--- src/rtl/tsc_pkg.sv ---
package tsc_pkg;
    localparam int NUM_VIOL   = 8;
    localparam int NUM_FRAME  = 3;
    localparam int NUM_NULL   = NUM_VIOL - NUM_FRAME;

    // bit positions inside the violation vector
    localparam int V_SOP_OPEN = 0;
    localparam int V_ORPHAN   = 1;
    localparam int V_EMPTY    = 2;
    localparam int V_WINDOW   = 3;
    localparam int V_MULTI    = 4;
    localparam int V_SHORT    = 5;
    localparam int V_KIND     = 6;
    localparam int V_GAP      = 7;

    typedef logic [NUM_VIOL-1:0] viol_t;

    typedef enum logic [1:0] {
        KIND_POSTED = 2'b00,
        KIND_CPL    = 2'b01,
        KIND_OTHER  = 2'b10,
        KIND_RSVD   = 2'b11
    } kind_e;
endpackage

--- src/rtl/tsc_frame.sv ---
module tsc_frame
    import tsc_pkg::*;
#(
    parameter int SHORT_LEN = 2,
    localparam int LEN_W    = $clog2(SHORT_LEN + 2)
) (
    input  logic                 clk,
    input  logic                 rst_n,
    input  logic                 valid,
    input  logic                 sop,
    input  logic                 eop,
    input  logic                 empty,
    input  logic                 err,
    input  logic [1:0]           kind,
    output logic                 in_pkt,
    output logic                 first_beat,
    output logic                 mid_beat,
    output logic                 last_beat,
    output logic [LEN_W-1:0]     beat_num,
    output logic                 err_before,
    output logic [1:0]           kind_cur,
    output logic [NUM_FRAME-1:0] frame_viol
);
    localparam logic [LEN_W-1:0] LEN_CAP = LEN_W'(SHORT_LEN + 1);

    typedef struct packed {
        logic             open;
        logic [LEN_W-1:0] beats;
        logic             err_seen;
        logic [1:0]       kind;
    } frame_t;

    frame_t st_q, st_d;

    always_comb begin
        st_d       = st_q;
        frame_viol = '0;

        first_beat = valid && sop;
        in_pkt     = first_beat || (valid && !sop && st_q.open);
        last_beat  = in_pkt && eop;
        mid_beat   = in_pkt && !first_beat && !eop;

        if (first_beat) begin
            beat_num = LEN_W'(1);
        end else if (st_q.beats >= LEN_CAP) begin
            beat_num = LEN_CAP;
        end else begin
            beat_num = st_q.beats + LEN_W'(1);
        end
        err_before = first_beat ? 1'b0 : st_q.err_seen;
        kind_cur   = first_beat ? kind : st_q.kind;

        if (valid && sop && st_q.open)   frame_viol[V_SOP_OPEN] = 1'b1;
        if (valid && !sop && !st_q.open) frame_viol[V_ORPHAN]   = 1'b1;
        if (valid && empty && !eop)      frame_viol[V_EMPTY]    = 1'b1;

        if (in_pkt) begin
            st_d.open     = !eop;
            st_d.beats    = beat_num;
            st_d.err_seen = err_before || err;
            st_d.kind     = kind_cur;
        end
    end

    always_ff @(posedge clk) begin
        if (!rst_n) begin
            st_q <= '0;
        end else begin
            st_q <= st_d;
        end
    end


    eop_closes_chk: assert property (@(posedge clk) disable iff (!rst_n)
        (valid && eop) |=> !st_q.open);


    idle_holds_chk: assert property (@(posedge clk) disable iff (!rst_n)
        !valid |=> $stable(st_q.open));
endmodule

--- config.mk ---
export PLATFORM = sky130hd
export DESIGN_NAME = tsc_frame
export DESIGN_NICKNAME = d
export VERILOG_FILES = /design/src/rtl/tsc_pkg.sv /design/src/rtl/tsc_frame.sv
export SDC_FILE = /design/constraint.sdc
export NUM_CORES = 1
export LEC_CHECK = 0
export BUFFER_PORTS_ARGS = -buffer_cell sky130_fd_sc_hd__buf_4
export CORE_AREA = 2 2 39 41
export CTS_BUF_LIST = sky130_fd_sc_hd__clkbuf_4 sky130_fd_sc_hd__clkbuf_8
export DETAILED_ROUTE_END_ITERATION = 16
export DIE_AREA = 0 0 41 43
export GPL_TIMING_DRIVEN = 0
export SETUP_SLACK_MARGIN = 0.5
export SLEW_MARGIN = 25
export SYNTH_ARGS = -nofsm -noshare
export SYNTH_HDL_FRONTEND = slang
export SYNTH_SLANG_ARGS = --single-unit
--- constraint.sdc ---
create_clock -name clk -period 1.1 [get_ports clk]
set_input_delay 0.055 -clock clk [delete_from_list [all_inputs] [get_ports clk]]
set_output_delay 0.055 -clock clk [all_outputs]
set_load 0.005 [all_outputs]
Word-level counts from Yosys, hierarchy flattened
Cells that the tools add are included. Widths: inputs -> output; s select.

Bits in registers: 6. Input port bits: 9. Output and inout port bits: 12. Logic and storage cells: 29.

Add/subtract/negate cells: 1. $lt $le $gt $ge: 1. Muxes and demuxes: 7. Reductions and logical operators: 16.

Operator list (count): $logic_and 1x1->1 (10); $mux 2 (3); $logic_not 1->1 (4); $mux 1 (4); $add 2x1->2 const B (1); $ge 2x2->1 const B (1); $logic_or 1x1->1 (2).

Depth between registers and ports, before layout
Word-level depth: 6. Mapped depth: 4. Mapped depth without buffers: 3.

Worst setup path after synthesis
No wires, ideal clock.

Path type: flip-flop to flip-flop. From: register st_q[5] (netlist name). To: register st_q[3] (netlist name). Library setup time: 0.119 ns. Data arrival time: 0.779 ns. Required time: 0.981 ns. Path slack: 0.203 ns. Cell stages (with the launch flop): 3. Buffers on the path: 0. Period minus slack after synthesis: 0.897 ns. Cell sequence: dfxtp_1 o21a_4 o221a_1.

Cells in the longest elaborated chain, start to end: 2.

Ends and longest elaborated chain: start, declared (RTL line tsc_frame.sv:33) `frame_t st_q, st_d;`; start signal, assigned (RTL line tsc_frame.sv:70) `st_q <= st_d;`; $logic_and 1x1->1 (RTL line tsc_frame.sv:40) `in_pkt = first_beat || (valid && !sop && st_q.open);`; $logic_or 1x1->1 (RTL line tsc_frame.sv:40); named net in_pkt (RTL line tsc_frame.sv:15) `output logic in_pkt,`.

The timed path passes the listed nets, and every way through them passes these cells. A chain may end at the register's enable or synchronous reset.

Worst setup path after layout
From: register st_q[5] (netlist name). To: output mid_beat.

Cells in the longest elaborated chain, start to end: 4.

Ends and longest elaborated chain: $logic_and 1x1->1 (RTL line tsc_frame.sv:40); $logic_or 1x1->1 (RTL line tsc_frame.sv:40); $logic_and 1x1->1 (2 in series) (RTL line tsc_frame.sv:42) `mid_beat = in_pkt && !first_beat && !eop;`; end, declared (RTL line tsc_frame.sv:17) `output logic mid_beat,`.

No other way between the ends.

==> run metrics <==
part of the power in registers 37.3%; max reg flops 6; synth unique cells 21; Starting Density 24.3%; Final Util 50.5%; most common cell after layout, fill and taps aside buf_4; post-synth top area share 35.7%; CTS tree done; status completed; Combinational Power Share 29.2%; initial antenna violation count 0; Routed WL 947 µm; CP max stage delay 0.35 ns; share of layout cells above drive strength 1 77.6%; most frequent cells in the layout 15 x buf_4, 12 x buf_6, 3 x a21oi_2, 3 x clkbuf_4; Die Y 43 µm; Post-Syn Area 337 µm²; final period utilization around 100%; first-pass GRT wire length 1410 µm; CTS sink cnt 6; GRT overflow 0; crit-path max FO 5; final net count 78; Main synth FF type dfxtp_1; Area growth syn-to-layout 107%; die width 41 µm; final instance area 698 µm²; Post-synth EDFFs 0; Num CTS Buffers 3; max-slew violations 0; # diodes 0; Sw Share 26.4%; ys async rst share 0%; ANT nets after route 0; vias 383; Initial DRT Pass Iterations 4; CTS max path bufs 2; Slowest-stage cell, CP dfxtp_4; critical path, cell by cell buf_6, nand3b_1, nor2_1, buf_4; routed vias/inst between 4 and 5; internal power 0.470 mW; CP Class register to output port; Max Clk Rate 912 MHz; filler cell count in the final layout 122; Die ar. 0.00176 mm²; RSZ-0062 raised after global routing yes; H-tree level count 1; largest net degree at the start of global routing 11; Clock Latency Late Sink 0.25 ns; largest area contributor in the netlist dfxtp_1; drt wl/cell approximately 11 µm; vias in the first global route 346; Placer Congestion 0.630; critical path data arrival time 1.04 ns; PwrDens 915 mW/mm²; GRT busiest layer met2; Synth Net Count 47; IO buf count 19; CP required 1.04 ns; final hold viol count 0; IO Count 21; post-synthesis cell count 38; Area contributors post-synth dfxtp_1 36%, buf_6 6.7%, a21bo_2 5.9%; Layout Skew between 0.005 and 0.006 ns; Root Buffer clkbuf_4; Largest Register st_q; minimum clock period 1.10 ns; Clk pwr share 33.5%; Worst VDD drop roughly 0.40 mV; Largest regs st_q: 6 flops; min-delay worst type input pin to register; Starting DRT DRC Count 10; leak pwr around 0.33 nW; # setup viols final 0; Worst-Margin Slew 0.199 ns; placed cell areas between 500 and 600 µm²; Synth Area per Inst 8.86 µm²; core footprint ~0.0014 mm²; clk slew on worst S/H paths 0.04 ns; Post-route DRC 0; endpoint class of the critical path output port; GRT Util Overall 12.9%; Warnings, synthesis 0; sequential cell area fraction in the yosys report 35.7%; # rows 14; Rel. slew slack 86.7%; post-detail-place hpwl 615 µm; grt met1 use 14.5%; met2 Use GR 16.6%; switching power 0.169 mW; Hold Buf Count CTS 0; maxcap violations 0; FF+latch count, synth 6; Worst setup SP type register; GRT met3 Usage 4.71%
critical path: cells and delay by family, from the launching register on:
family,cells,cell delay [ns]
flops,1,0.35
buf+inv,2,0.22
simple gates,2,0.23
what timing repair did:
action | in CTS | in global routing
setup endpoints to repair | 18 | 17
buffers inserted | 5 | 2
pin swaps | 6 | 4
hold endpoints to repair | 0 | 1
gates resized for setup | 19 | 11
gates cloned | 0 | 0
layer usage:
metal | vias to the layer above | routed length (µm)
li1 | 193 | -
met1 | 173 | 385
met2 | 14 | 484
met3 | 3 | 54
met4 | 0 | 22
met5 | - | 0
per-stage QoR:
stage,power [mW],worst slack (ns),TNS [ns],instances,hold WS (ns)
4_1_cts,0.619,0.0145,0,81,0.00410
6_report,0.639,0.00395,0,83,0.00467
3_5_place_dp,0.374,0.195,0,73,0.262
2_1_floorplan,0.307,0.239,0,38,0.141
3_3_place_gp,0.373,0.198,0,73,0.258
5_1_grt,0.678,-0.0652,-0.0771,83,-0.00939
logic make-up after synthesis:
group | count (synthesis) | share of synthesized area (%)
flip-flops | 6 | 35.7
AO/OA/AOI/OAI | 10 | 25.3
AND/OR/NAND/NOR | 18 | 30.1
buffers and inverters | 4 | 8.92
synth_stat cells, types with 2 or more instances:
| cell | instances |
|---|---|
| nor2_1 | 3 |
| dfxtp_1 | 6 |
| a21oi_1 | 3 |
| nand2_1 | 3 |
| inv_1 | 2 |
| nand2b_1 | 2 |
| and2_1 | 2 |
| buf_6 | 2 |
| nand3_1 | 2 |
| a21bo_2 | 2 |
power by group through the flow:
stage / clock [mW] / combinational (mW) / sequential, mW
finish: 0.214 / 0.186 / 0.238
global placement: 0 / 0.131 / 0.242
CTS: 0.216 / 0.167 / 0.236
global route: 0.238 / 0.201 / 0.239
floorplan: 0 / 0.0663 / 0.241
detailed placement: 0 / 0.131 / 0.243
path summary, 6_finish.rpt:
| path | start | to | slack (ns) | cells after the start |
|---|---|---|---|---|
| worst max-delay path | st_q[5] | mid_beat | 0.004 | 4 |
| worst min-delay path | eop | st_q[5] | 0.005 | 2 |
| worst max register to register | st_q[5] | st_q[3] | 0.08 | 4 |
| worst min register to register | st_q[2] | st_q[2] | 0.48 | 1 |
area by class of cell:
cell class | count | area (µm²) | area share [%]
tap | 16 | 20.0 | 2.87
inverter | 2 | 7.51 | 1.08
buffer | 2 | 22.5 | 3.23
clock buffer | 3 | 22.5 | 3.23
timing repair buffer | 26 | 240 | 34.4
multi-input combinational | 28 | 255 | 36.6
sequential | 6 | 130 | 18.6
(Power assumes the default switching activity.)
